### src/rtl/intr_scan_pkg.sv
package intr_scan_pkg;
  typedef enum logic [3:0] {
    ST_IDLE, ST_MREQ, ST_MCAP, ST_MCLR, ST_BSEL, ST_SREQ,
    ST_SCAP, ST_SSEL, ST_VEC, ST_REL, ST_LVEC, ST_FIN
  } scan_state_e;
endpackage

### src/rtl/pil_level_map.sv
module pil_level_map #(
  parameter int PIL_W = 4,
  parameter int LVL_W = 3
) (
  input  logic [PIL_W-1:0] pil_i,
  output logic [LVL_W-1:0] lvl_o
);
  always_comb begin
    case (pil_i)
      PIL_W'(2):  lvl_o = LVL_W'(1);
      PIL_W'(3):  lvl_o = LVL_W'(2);
      PIL_W'(5):  lvl_o = LVL_W'(3);
      PIL_W'(7):  lvl_o = LVL_W'(4);
      PIL_W'(9):  lvl_o = LVL_W'(5);
      PIL_W'(11): lvl_o = LVL_W'(6);
      PIL_W'(13): lvl_o = LVL_W'(7);
      default:    lvl_o = '0;
    endcase
  end
endmodule

### src/rtl/lowest_set.sv
module lowest_set #(
  parameter int W = 4,
  localparam int IDX_W = (W > 1) ? $clog2(W) : 1
) (
  input  logic [W-1:0]     vec_i,
  output logic             any_o,
  output logic [IDX_W-1:0] idx_o
);
  always_comb begin
    any_o = |vec_i;
    idx_o = '0;
    for (int i = W - 1; i >= 0; i--) begin
      if (vec_i[i]) idx_o = IDX_W'(i);
    end
  end
endmodule

### src/rtl/intr_scanner.sv
module intr_scanner
  import intr_scan_pkg::*;
#(
  parameter int NUM_BUS = 18,
  parameter int SLOTS   = 4,
  parameter int DATA_W  = 32,
  parameter int PIL_W   = 4,
  parameter int LVL_W   = 3,
  localparam int BUS_W  = $clog2(NUM_BUS),
  localparam int SLOT_W = $clog2(SLOTS),
  localparam int BNUM_W = $clog2(NUM_BUS + 1),
  localparam int VEC_W  = BNUM_W + LVL_W + SLOT_W
) (
  input  logic              clk_i,
  input  logic              rst_ni,
  input  logic              start_i,
  input  logic [PIL_W-1:0]  pil_i,
  output logic              busy_o,
  output logic              done_o,
  output logic              mask_rd_o,
  output logic              mask_clr_o,
  output logic [LVL_W-1:0]  mask_lvl_o,
  output logic [NUM_BUS-1:0] mask_wdata_o,
  input  logic [DATA_W-1:0] mask_rdata_i,
  output logic              slot_rd_o,
  output logic              slot_rel_o,
  output logic [BUS_W-1:0]  slot_bus_o,
  output logic [DATA_W-1:0] slot_wdata_o,
  input  logic [DATA_W-1:0] slot_rdata_i,
  output logic              vec_valid_o,
  output logic [VEC_W-1:0]  vec_o,
  input  logic              vec_ack_i
);
  scan_state_e        state_q;
  logic [PIL_W-1:0]   pil_q;
  logic [LVL_W-1:0]   lvl_q;
  logic [NUM_BUS-1:0] bus_pend_q;
  logic [BUS_W-1:0]   bus_q;
  logic [SLOTS-1:0]   slot_pend_q;
  logic [SLOT_W-1:0]  slot_q;

  logic [LVL_W-1:0]   lvl_map;
  logic               bus_any, slot_any;
  logic [BUS_W-1:0]   bus_idx;
  logic [SLOT_W-1:0]  slot_idx;
  logic [DATA_W-1:0]  grp_shift;
  logic [DATA_W-1:0]  unused_mask_hi;

  pil_level_map #(.PIL_W(PIL_W), .LVL_W(LVL_W)) u_map (
    .pil_i (pil_i),
    .lvl_o (lvl_map)
  );

  lowest_set #(.W(NUM_BUS)) u_bus_pick (
    .vec_i (bus_pend_q),
    .any_o (bus_any),
    .idx_o (bus_idx)
  );

  lowest_set #(.W(SLOTS)) u_slot_pick (
    .vec_i (slot_pend_q),
    .any_o (slot_any),
    .idx_o (slot_idx)
  );

  assign grp_shift      = slot_rdata_i >> (int'(lvl_q) * SLOTS);
  assign unused_mask_hi = mask_rdata_i;

  always_ff @(posedge clk_i or negedge rst_ni) begin
    if (!rst_ni) begin
      state_q     <= ST_IDLE;
      pil_q       <= '0;
      lvl_q       <= '0;
      bus_pend_q  <= '0;
      bus_q       <= '0;
      slot_pend_q <= '0;
      slot_q      <= '0;
    end else begin
      case (state_q)
        ST_IDLE: if (start_i) begin
          pil_q   <= pil_i;
          lvl_q   <= lvl_map;
          state_q <= (lvl_map == '0) ? ST_LVEC : ST_MREQ;
        end
        ST_MREQ: state_q <= ST_MCAP;
        ST_MCAP: begin
          bus_pend_q <= mask_rdata_i[NUM_BUS-1:0];
          state_q    <= ST_MCLR;
        end
        ST_MCLR: state_q <= ST_BSEL;
        ST_BSEL: if (bus_any) begin
          bus_q   <= bus_idx;
          state_q <= ST_SREQ;
        end else begin
          state_q <= ST_FIN;
        end
        ST_SREQ: state_q <= ST_SCAP;
        ST_SCAP: begin
          slot_pend_q <= grp_shift[SLOTS-1:0];
          state_q     <= ST_SSEL;
        end
        ST_SSEL: if (slot_any) begin
          slot_q  <= slot_idx;
          state_q <= ST_VEC;
        end else begin
          bus_pend_q[bus_q] <= 1'b0;
          state_q           <= ST_BSEL;
        end
        ST_VEC:  if (vec_ack_i) state_q <= ST_REL;
        ST_REL: begin
          slot_pend_q[slot_q] <= 1'b0;
          state_q             <= ST_SSEL;
        end
        ST_LVEC: if (vec_ack_i) state_q <= ST_FIN;
        ST_FIN:  state_q <= ST_IDLE;
        default: state_q <= ST_IDLE;
      endcase
    end
  end

  assign busy_o       = (state_q != ST_IDLE);
  assign done_o       = (state_q == ST_FIN);
  assign mask_rd_o    = (state_q == ST_MREQ);
  assign mask_clr_o   = (state_q == ST_MCLR);
  assign mask_lvl_o   = lvl_q;
  assign mask_wdata_o = bus_pend_q;
  assign slot_rd_o    = (state_q == ST_SREQ);
  assign slot_rel_o   = (state_q == ST_REL);
  assign slot_bus_o   = bus_q;
  assign slot_wdata_o = DATA_W'(1) << (int'(lvl_q) * SLOTS + int'(slot_q));
  assign vec_valid_o  = (state_q == ST_VEC) || (state_q == ST_LVEC);

  always_comb begin
    if (state_q == ST_LVEC) vec_o = VEC_W'(pil_q);
    else vec_o = {BNUM_W'(bus_q) + BNUM_W'(1), lvl_q, slot_q};
  end
endmodule

### config.mk
export PLATFORM = sky130hd
export DESIGN_NAME = intr_scanner
export DESIGN_NICKNAME = d
export VERILOG_FILES = /design/src/rtl/intr_scan_pkg.sv /design/src/rtl/pil_level_map.sv /design/src/rtl/lowest_set.sv /design/src/rtl/intr_scanner.sv
export SDC_FILE = /design/constraint.sdc
export NUM_CORES = 1
export LEC_CHECK = 0
export BUFFER_PORTS_ARGS = -buffer_cell sky130_fd_sc_hd__buf_2
export CELL_PAD_IN_SITES_DETAIL_PLACEMENT = 1
export CELL_PAD_IN_SITES_GLOBAL_PLACEMENT = 1
export CORE_AREA = 2 2 103 105
export CTS_CLUSTER_SIZE = 28
export DETAILED_ROUTE_END_ITERATION = 12
export DIE_AREA = 0 0 105 107
export PLACE_DENSITY = 0.81
export SLEW_MARGIN = 0
export SYNTH_ARGS = -nofsm -noshare
export SYNTH_HDL_FRONTEND = slang
export SYNTH_SLANG_ARGS = --single-unit
### constraint.sdc
create_clock -name clk_i -period 2.7 [get_ports clk_i]
set_input_delay 0.54 -clock clk_i [delete_from_list [all_inputs] [get_ports clk_i]]
set_output_delay 0.54 -clock clk_i [all_outputs]
set_load 0.1 [all_outputs]
# Word level (Yosys, flattened, before mapping)
# Index checks and enable logic that the tools add are counted.
[totals] ff_bits=40 input_bits=72 out_inout_bits=75 elab_cells=95
[op_classes] add_sub_neg=2 n_lt_le_gt_ge=4 n_eq_ne=22 n_shift=2 n_mux=38 n_bitwise=4 n_reduce_logical=16
[op_table] cell="$mux 5" count=18
[op_table] cell="$pmux 4 s10" count=1
[op_table] cell="$pmux 18 s2" count=1
[op_table] cell="$shl 1x6->32 const A" count=1
[op_table] cell="$shr 32x5->4" count=1
[op_table] cell="$eq 4x4->1 const B" count=7
[op_table] cell="$eq 4x3->1 const B" count=6
[op_table] cell="$mux 4" count=6
[op_table] cell="$pmux 3 s7" count=1
[op_table] cell="$and 18x18->18" count=1
[op_table] cell="$mux 18" count=1
[op_table] cell="$not 18->18" count=1
[op_table] cell="$reduce_or 18->1" count=1
[op_table] cell="$eq 4x2->1 const B" count=4
[op_table] cell="$mux 10" count=1
[op_table] cell="$mux 2" count=4
[op_table] cell="$ne 2x2->1 const B" count=4
[op_table] cell="$pmux 4 s2" count=1
[op_table] cell="$reduce_and 2->1" count=4
[op_table] cell="$add 5x2->6" count=1
[op_table] cell="$lt 5x6->1 const B" count=1
[op_table] cell="$add 5x1->5 const B" count=1
[op_table] cell="$demux 1 s5" count=1
[op_table] cell="$ge 5x1->1 const B" count=1
[op_table] cell="16 further kinds" count=19

# Depth between registers and ports, before layout
# Gate-level depths: netlist of the first run.
[logic_depth] depth_word=18 ltp_mapped=7

# Hierarchy
# Synthesis of the first run repeated with hierarchy kept, for this count alone.
[unflattened] hier_cells=343 area_unflattened_um2=2874.0
[modules_own_cells] mod="intr_scanner" instances=1 cells_each=290 area_each_um2=2542.4 seq_area_each_um2=1001.0
[modules_own_cells] mod="lowest_set at u_bus_pick" instances=1 cells_each=36 area_each_um2=229.0 seq_area_each_um2=0.0
[modules_own_cells] mod="pil_level_map" instances=1 cells_each=10 area_each_um2=67.6 seq_area_each_um2=0.0
[modules_own_cells] mod="lowest_set at u_slot_pick" instances=1 cells_each=7 area_each_um2=35.0 seq_area_each_um2=0.0

# Worst setup path before layout of the first run
# OpenSTA, ideal clock, no wires.
[synth_path] path_type="register to output" start="reg lvl_q[0] (netlist: mask_lvl_o[0])" end="out slot_wdata_o[12]" arrival_time_ns=3.010 required_time_ns=2.160 slack_ns=-0.850 stages_incl_launch_ff=5 n_path_buf=2 path_cell_list="dfrtp_1 -> buf_2 -> clkbuf_1 -> nand3_1 -> nor2_1"
[synth_between] elab_chain_cells=2
[synth_rtl] item="from (decl)" line_no="intr_scanner.sv:36" source="logic [LVL_W-1:0] lvl_q;"
[synth_rtl] item="from (signal assigned)" line_no="intr_scanner.sv:82" source="lvl_q <= lvl_map;"
[synth_rtl] item="$add 5x2->6" line_no="intr_scanner.sv:130" source="assign slot_wdata_o = DATA_W'(1) << (int'(lvl_q) * SLOTS + int'(slot_q));"
[synth_rtl] item="$shl 1x6->32" line_no="intr_scanner.sv:130"
[synth_rtl] item="to (decl)" line_no="intr_scanner.sv:28" source="output logic [DATA_W-1:0] slot_wdata_o,"
# Every way passes these cells.

# Worst setup path in the final report of the first run
[layout_path] start="reg slot_q[0]" end="out slot_wdata_o[17]"
[layout_between] elab_chain_cells=2
[layout_rtl] item="from (decl)" line_no="intr_scanner.sv:40" source="logic [SLOT_W-1:0] slot_q;"
[layout_rtl] item="from (signal assigned)" line_no="intr_scanner.sv:103" source="slot_q <= slot_idx;"
[layout_rtl] item="$add 5x2->6" line_no="intr_scanner.sv:130"
[layout_rtl] item="$shl 1x6->32" line_no="intr_scanner.sv:130"
# Every way passes these cells.

==> flow_summary.json, run 1 <==
{
  "clock_skew_ns": 0.00609,
  "async_flop_share_pct": 100,
  "cts_max_level": 2,
  "rsz0062_at_grt": "no",
  "yosys.area.top_type": "dfrtp_1",
  "max-slew-margin-rel_pct": 39.2,
  "drv_slew": 0,
  "max_stage_delay_ns": 0.56,
  "numClockSinks": 40,
  "outcome": "complete, no violations",
  "setup-tns-final_ns": 0,
  "row_count": 37,
  "initial_core_util_pct": 27.6,
  "insertion_delay_ns": 0.29,
  "grt_antenna_before_repair": 0,
  "die-height_um": 107,
  "syn_area_mm2": 0.00279,
  "yosysMostFrequentCell": "nor2_1",
  "dp.final_hpwl_um": 8000,
  "worstPathRequired_ns": 2.16,
  "die_x_um": 105,
  "syn_inst": 344,
  "finalCritPeriodShare_pct": 96.8,
  "arrival_ns": 2.07,
  "cp-end-kind": "primary output",
  "grt_pass1_wl_um": 16000,
  "cp_slowest_cell": "or3_1",
  "hold_buffers": 0,
  "drt-pass1-iter-count": 4,
  "cts_root_buf": "clkbuf_8",
  "track_usage_pct": 17.6,
  "worstPathCellList": "inv_1, or3_1, nor2_4, buf_2",
  "drt_iter0_drc": 137,
  "worstSetupPathType": "register to primary output",
  "fin_nets": 552,
  "cts_resized": 0,
  "synth_seq_cells": 40,
  "cts_setup_buffers": 0,
  "maxCapViolations": 0,
  "synth_top_area_share_pct": 35.9,
  "syn_to_final_growth_pct": 46.5,
  "layout.area.seq_mm2": 0.00101,
  "grt_pass1_vias": 3090,
  "wl_um": 9880,
  "vias": 3034,
  "vias_per_cell": 4.95,
  "ys_top_cells_by_count": "nor2_1 (55), nand2_1 (52), dfrtp_1 (40)",
  "multi_input_area_mm2": 0.00193,
  "syn_area_per_cell_um2": 8.10,
  "clkTransAtPathRegs_ns": 0.08,
  "fillers": 1249,
  "die-area_mm2": 0.0112,
  "diodes": 0,
  "ant_nets": 0,
  "worstMarginPinSlew_ns": 0.913,
  "grt_max_degree": 41,
  "synth_enable_flop_cells": 0,
  "core_area_mm2": 0.0101,
  "cts_buffer_depth": 2,
  "hold_viol_final": 0,
  "reg2regPathDepth": 5,
  "yosysWarningCount": 0,
  "critPathLaunchType": "register",
  "fin_area_mm2": 0.00408,
  "port_buffers": 132,
  "ios": 147,
  "setup_viol": 0,
  "post_drt_wl_per_cell_um": 16.1,
  "path_max_fanout": 8,
  "drc_errors": 0,
  "max_freq_ghz": 0.383,
  "synth.distinct_cells": 47,
  "numCtsBuffers": 5,
  "globalRoute.totalOverflow": 0,
  "synth_nets": 420,
  "hold_class": "input port to asynchronous set/reset pin",
  "placed_area_mm2": 0.00396,
  "final.min_clock_period_ns": 2.61,
  "synth_flop_cell": "dfrtp_1",
  "yosys-top-cells-area": "dfrtp_1 (36%), nor2_1 (7.4%), nand2_1 (7.0%), mux4_2 (6.5%), o21ai_0 (5.9%)",
  "ys_seq_area_share_pct": 35.9,
  "drive_gt1_share_pct": 46.5,
  "cts_tree": "yes",
  "place.gp.congestion": 0.811
}
[layer usage]
layer,vias up,GRT usage (%),share of wire [%]
met2,71,30.4,52
met5,-,0,0
met1,1474,22.6,43
met3,15,2.80,3.5
li1,1474,-,-
met4,0,5.71,1.9
[worst paths after layout]
path | from | end | slack (ns)
worst max register to register | mask_wdata_o[0] | slot_bus_o[1] | 0.61
worst min register to register | pil_q[2] | pil_q[2] | 0.51
worst min-delay path | rst_ni | pil_q[2] | 0.36
worst max-delay path | slot_q[0] | slot_wdata_o[17] | 0.09
max in group asynchronous | rst_ni | mask_lvl_o[0] | 1.65
min in group clk_i | mask_rdata_i[6] | mask_wdata_o[6] | 0.44
[flip-flops by register name, summed over array words and instances, names as in the netlist]
name and flops:
mask_wdata_o 18, slot_bus_o 5, pil_q 4, slot_pend_q 4, state_q 4, mask_lvl_o 3, slot_q 2
[through the flow]
| stage | hold slack [ns] | setup slack, ns | cells | utilization, % |
|---|---|---|---|---|
| after floorplan | 0.244 | -0.210 | 344 | - |
| after global placement | 0.493 | 0.425 | 605 | 39.3 |
| after detailed placement | 0.501 | 0.351 | 605 | 39.3 |
| after CTS | 0.406 | 0.0222 | 613 | 40.2 |
| after global routing | 0.436 | 0.0115 | 613 | 40.5 |
| final | 0.359 | 0.0859 | 613 | 40.5 |
[worst max-delay path: cells and delay by family, from the launching register on]
family	cells	cell delay (ns)
buffers and inverters	2	0.63
flip-flops	1	0.45
AND/OR/NAND/NOR	2	0.70
[cell type report]
| class | instances | area share, % |
|---|---|---|
| Clock buffer | 6 | 2.02 |
| Clock inverter | 2 | 0.245 |
| Inverter | 13 | 1.19 |
| Multi-Input combinational cell | 273 | 47.3 |
| Sequential cell | 40 | 24.7 |
| Tap cell | 136 | 4.17 |
| Timing Repair Buffer | 143 | 20.3 |
[cell families (layout without fill, tap and decap cells)]
group	Yosys count	in the layout	synth area share, %
XOR/XNOR	6	6	1.89
multiplexers	18	18	10.3
buffers and inverters	31	164	4.94
flip-flops	40	40	35.9
AND/OR/NAND/NOR	159	159	26.3
AO/OA/AOI/OAI	86	86	18.9
adder cells (fa/ha/maj)	4	4	1.80
[cells in the final DEF, fill, tap and decap left out, types with 3 or more instances in the layout]
cell type / synthesis / routed
mux2i_1: 4 / 4
o211ai_1: 3 / 3
buf_4: 0 / 11
nand3_1: 10 / 10
a31oi_1: 4 / 4
a22o_1: 3 / 3
dfrtp_1: 40 / 35
nor2_4: 0 / 34
o311ai_0: 3 / 3
a21oi_1: 25 / 25
nor2_1: 55 / 19
or3_1: 5 / 5
mux2_2: 6 / 6
nor2b_1: 9 / 7
inv_1: 13 / 13
nand2b_1: 9 / 9
xor2_1: 5 / 5
buf_2: 1 / 117
nand2_1: 52 / 52
buf_12: 0 / 4
nor3_2: 2 / 4
nor4_1: 6 / 6
clkbuf_4: 0 / 11
dfrtp_2: 0 / 4
o21ai_0: 33 / 31
clkbuf_8: 2 / 6
ha_1: 4 / 4
mux4_2: 8 / 8
Power of run 1 is not shown: default switching activity piles up to over one toggle a cycle in this logic, so the estimate is an artifact.
==> run 2: changes to the inputs <==
==> constraint.sdc (replaced) <==
create_clock -name clk_i -period 3.3 [get_ports clk_i]
set_input_delay 0.66 -clock clk_i [delete_from_list [all_inputs] [get_ports clk_i]]
set_output_delay 0.66 -clock clk_i [all_outputs]
set_load 0.1 [all_outputs]
==> run 2 against run 1 <==
  * Sequential share of layout area rose by 1.8 points
  * Final area fell by 7.6%
  * Wire length barely moved
  * Utilization fell by 3.1 points
==> flow_summary.json, run 2 (synthesized netlist as in run 1, its figures left out) <==
{
  "port_buffers": 132,
  "cts_max_level": 2,
  "reg2reg_to": "mask_wdata_o[13]",
  "core_area_mm2": 0.0101,
  "fillers": 1274,
  "reg2regPathDepth": 5,
  "hold_viol_final": 0,
  "grt_pass1_vias": 3142,
  "ant_nets": 0,
  "vias_per_cell": 5.01,
  "max_freq_ghz": 0.322,
  "worstMarginPinSlew_ns": 0.958,
  "ff2ff_setup_slack_ns": 1.13,
  "insertion_delay_ns": 0.30,
  "hold_buffers": 0,
  "cts_buffer_depth": 2,
  "syn_to_final_growth_pct": 35.4,
  "drc_errors": 0,
  "finalCritPeriodShare_pct": 94.2,
  "final_common_cell": "buf_2",
  "die-area_mm2": 0.0112,
  "r2r_start": "state_q[2]",
  "outcome": "complete, no violations",
  "cts_root_buf": "clkbuf_8",
  "clock_skew_ns": 0.0112,
  "numClockSinks": 40,
  "initial_core_util_pct": 27.6,
  "worstSetupPathType": "register to primary output",
  "row_count": 37,
  "die-height_um": 107,
  "globalRoute.totalOverflow": 0,
  "post_drt_wl_per_cell_um": 16.3,
  "fin_util_pct": 37.4,
  "drv_slew": 0,
  "grt_pass1_wl_um": 16000,
  "place.gp.congestion": 0.820,
  "vias": 3034,
  "largest_reg_flops": 18,
  "path_max_fanout": 15,
  "drive_gt1_share_pct": 40.6,
  "max-slew-margin-rel_pct": 36.2,
  "drt-pass1-iter-count": 4,
  "numCtsBuffers": 5,
  "die_x_um": 105,
  "drt_iter0_drc": 91,
  "cts_resized": 0,
  "mostFrequentLayoutCells": "buf_2 (130), nand2_1 (52), dfrtp_1 (40), nor2_1 (36), o21ai_0 (31)",
  "maxCapViolations": 0,
  "grt_max_degree": 41,
  "cp-end-kind": "primary output",
  "rsz0062_at_grt": "no",
  "ios": 147,
  "setup_viol": 0,
  "hold_class": "input port to asynchronous set/reset pin",
  "diodes": 0,
  "cts_setup_buffers": 0,
  "worstPathRequired_ns": 2.64,
  "cts_tree": "yes",
  "critPathLaunchType": "register",
  "arrival_ns": 2.45,
  "track_usage_pct": 17.7,
  "grt_antenna_before_repair": 0,
  "fin_nets": 545,
  "clkTransAtPathRegs_ns": 0.09,
  "wl_um": 9890,
  "dp.final_hpwl_um": 7890,
  "final.min_clock_period_ns": 3.11
}
==> run 2: worst max path at each step <==
stage                              from                to  slack (ns)
after CTS                    state_q[3]          vec_o[1]        0.23
after global placement       state_q[3]          vec_o[1]        0.62
after floorplan           mask_lvl_o[0]  slot_wdata_o[12]       -0.37
after global routing         state_q[3]          vec_o[1]        0.03
final                        state_q[3]          vec_o[1]        0.19
after detailed placement     state_q[3]          vec_o[1]        0.57
==> run 2: area by class of cell <==
| class | instances | area (um2) | area share [%] |
|---|---|---|---|
| inverter | 13 | 48.8 | 1.29 |
| sequential | 40 | 1000 | 26.5 |
| tap | 136 | 170 | 4.51 |
| multi-input combinational | 273 | 1710 | 45.4 |
| timing repair buffer | 136 | 721 | 19.1 |
| clock inverter | 2 | 38.8 | 1.03 |
| clock buffer | 6 | 82.6 | 2.19 |
==> run 2: metal layers <==
layer  part of all wire (%)  wire [um]  GRT usage, %  up-vias
li1                       -          -             -     1455
met4                    1.2        114          4.10        0
met5                      0          0             0        -
met2                     52       5110          32.3      106
met1                     42       4160          21.5     1463
met3                    5.0        498          3.53       10
==> run 2: worst max-delay path: stages, from the launching register on <==
cell and delay [ns]:
dfrtp_1 0.70, nand2b_1 0.22, nor2_1 0.56, nand2_1 0.11
o21ai_1 0.11, buf_2 0.45
==> run 2: stage by stage <==
stage	area (um2)	setup slack [ns]	hold slack (ns)	cells	setup TNS, ns
5_1_grt	3770	0.0345	0.544	606	0
4_1_cts	3770	0.226	0.521	606	0
2_1_floorplan	2850	-0.370	0.364	344	-5.72
6_report	3770	0.192	0.504	606	0
3_3_place_gp	3650	0.616	0.490	598	0
3_5_place_dp	3650	0.572	0.512	598	0
Power of run 2 is left out for the same reason.
==> run 3: changes to the inputs <==
--- a/config.mk
+++ b/config.mk
@@ -5,14 +5,15 @@
 export SDC_FILE = /design/constraint.sdc
 export NUM_CORES = 1
 export LEC_CHECK = 0
+export ABC_AREA = 1
 export BUFFER_PORTS_ARGS = -buffer_cell sky130_fd_sc_hd__buf_2
 export CELL_PAD_IN_SITES_DETAIL_PLACEMENT = 1
 export CELL_PAD_IN_SITES_GLOBAL_PLACEMENT = 1
-export CORE_AREA = 2 2 103 105
+export CORE_AREA = 2 2 105 107
 export CTS_CLUSTER_SIZE = 28
 export DETAILED_ROUTE_END_ITERATION = 12
-export DIE_AREA = 0 0 105 107
-export PLACE_DENSITY = 0.81
+export DIE_AREA = 0 0 107 109
+export PLACE_DENSITY = 0.83
 export SLEW_MARGIN = 0
 export SYNTH_ARGS = -nofsm -noshare
 export SYNTH_HDL_FRONTEND = slang
==> run 3 against run 2 <==
  * Area after synthesis is 4.0% higher
  * Die area rose by 3.8%
  * Wire length rose by 9.8%
  * Flip-flop and latch count is the same
  * Setup slack gained 0.27 ns
  * Critical path type unchanged
  * Non-clock buffer count is 2 higher
  * Largest cell class unchanged
==> flow_summary.json, run 3 <==
{
  "die_x_um": 107,
  "ys_top_cells_by_count": "nor2_1 (85), nand2_1 (83), inv_1 (52)",
  "numClockSinks": 40,
  "die-area_mm2": 0.0117,
  "met2_length_um": 5540,
  "clkTransAtPathRegs_ns": 0.09,
  "mostFrequentLayoutCells": "buf_2 (127), nand2_1 (83), nor2_1 (54), inv_1 (52), o21ai_0 (42)",
  "ys_seq_area_share_pct": 34.5,
  "synth_flop_cell": "dfrtp_1",
  "synth_seq_cells": 40,
  "setup_viol": 0,
  "syn_inst": 438,
  "vias": 3513,
  "synth.distinct_cells": 34,
  "worstSetupPathType": "register to primary output",
  "max-slew-margin-rel_pct": 36.4,
  "drt-pass1-iter-count": 4,
  "hold_viol_final": 0,
  "grt_pass1_wl_um": 17700,
  "largest_reg_flops": 18,
  "syn_area_mm2": 0.00290,
  "ios": 147,
  "diodes": 0,
  "critPathLaunchType": "register",
  "numCtsBuffers": 5,
  "cts_max_level": 2,
  "final.min_clock_period_ns": 2.84,
  "fin_ws_ns": 0.464,
  "topRoutingLayerUsed": "met4",
  "maxCapViolations": 0,
  "ant_nets": 0,
  "drv_slew": 0,
  "syn_area_per_cell_um2": 6.62,
  "yosysWarningCount": 0,
  "yosys.area.top_type": "dfrtp_1",
  "track_usage_pct": 19.0,
  "vias_per_cell": 4.98,
  "row_count": 38,
  "syn_to_final_growth_pct": 37.4,
  "fin_util_pct": 37.6,
  "place.gp.congestion": 0.844,
  "reg2regPathDepth": 5,
  "initial_core_util_pct": 27.3,
  "synth_nets": 514,
  "hold_class": "input port to asynchronous set/reset pin",
  "grt_max_degree": 41,
  "whs_ns": 0.479,
  "drt-met1-wl_um": 4670,
  "final_common_cell": "buf_2",
  "finalNonFillerCells": 706,
  "globalRoute.totalOverflow": 0,
  "yosys-top-cells-area": "dfrtp_1 (35%), nor2_1 (11%), nand2_1 (11%), o21ai_0 (7.9%), inv_1 (6.7%)",
  "cp-end-kind": "primary output",
  "post_drt_wl_per_cell_um": 15.4,
  "synth_enable_flop_cells": 0,
  "grt_pass1_vias": 3584,
  "arrival_ns": 2.18,
  "clock_skew_ns": 0.0115,
  "grt_antenna_before_repair": 0,
  "drive_gt1_share_pct": 36.6,
  "hold_buffers": 0,
  "cts_root_buf": "clkbuf_8",
  "worstPathRequired_ns": 2.64,
  "die-height_um": 109,
  "cts_buffer_depth": 2,
  "placed_cells": 698,
  "cts_setup_buffers": 0,
  "cts_resized": 0,
  "path_max_fanout": 22,
  "insertion_delay_ns": 0.31,
  "max_freq_ghz": 0.353,
  "fin_nets": 641,
  "synth_top_area_share_pct": 34.5,
  "wl_um": 10900,
  "outcome": "complete, no violations",
  "dp_slack_ns": 0.771,
  "dp.final_hpwl_um": 8440,
  "worstMarginPinSlew_ns": 0.954,
  "route.met3.wl_um": 517,
  "drc_errors": 0,
  "drt_iter0_drc": 136,
  "rsz0062_at_grt": "no",
  "finalCritPeriodShare_pct": 86.0,
  "port_buffers": 132,
  "yosysMostFrequentCell": "nor2_1",
  "cts_tree": "yes",
  "core_area_mm2": 0.0106,
  "fillers": 1403,
  "async_flop_share_pct": 100
}
-- run 3: through the flow --
stage	instance area, um2	setup TNS (ns)
CTS	3980	0
finish	3980	0
global placement	3890	0
global route	3980	0
floorplan	3010	-2.70
detailed placement	3890	0
-- run 3: cell type report --
type	count	area, um2	share of cell area (%)
Inverter	56	210	5.28
Tap cell	140	175	4.40
Timing Repair Buffer	138	781	19.6
Sequential cell	40	1000	25.1
Clock buffer	6	82.6	2.07
Clock inverter	2	13.8	0.345
Multi-Input combinational cell	324	1720	43.2
-- run 3: worst paths after layout --
path | from | endpoint | slack, ns
worst max-delay path | mask_lvl_o[2] | slot_wdata_o[22] | 0.46
worst min-delay path | rst_ni | mask_wdata_o[6] | 0.48
worst max register to register | mask_lvl_o[2] | slot_pend_q[1] | 1.30
worst min register to register | slot_pend_q[0] | slot_q[0] | 0.50
max in group asynchronous | rst_ni | slot_q[1] | 2.21
min in group clk_i | slot_pend_q[0] | slot_q[0] | 0.50
-- run 3: routing by layer --
layer | vias up | GRT usage (%)
li1 | 1692 | -
met1 | 1716 | 24.2
met2 | 92 | 34.6
met3 | 13 | 2.69
met4 | 0 | 3.53
met5 | - | 0
-- run 3: critical path, stage by stage (launching register included) --
cell	delay [ns]
dfrtp_1	0.33
buf_4	0.31
inv_1	0.49
nor4_2	0.50
buf_12	0.23
-- run 3: kinds of logic (layout without fill, tap and decap cells) --
family                   Yosys count  in the layout  synth area share [%]
buffers and inverters             74            202                  10.1
flip-flops                        40             40                  34.5
adder cells (fa/ha/maj)            4              4                  1.73
AND/OR/NAND/NOR                  215            215                  31.8
multiplexers                       1              1                 0.388
AO/OA/AOI/OAI                    104            104                  21.5
Power of run 3 is left out for the same reason.
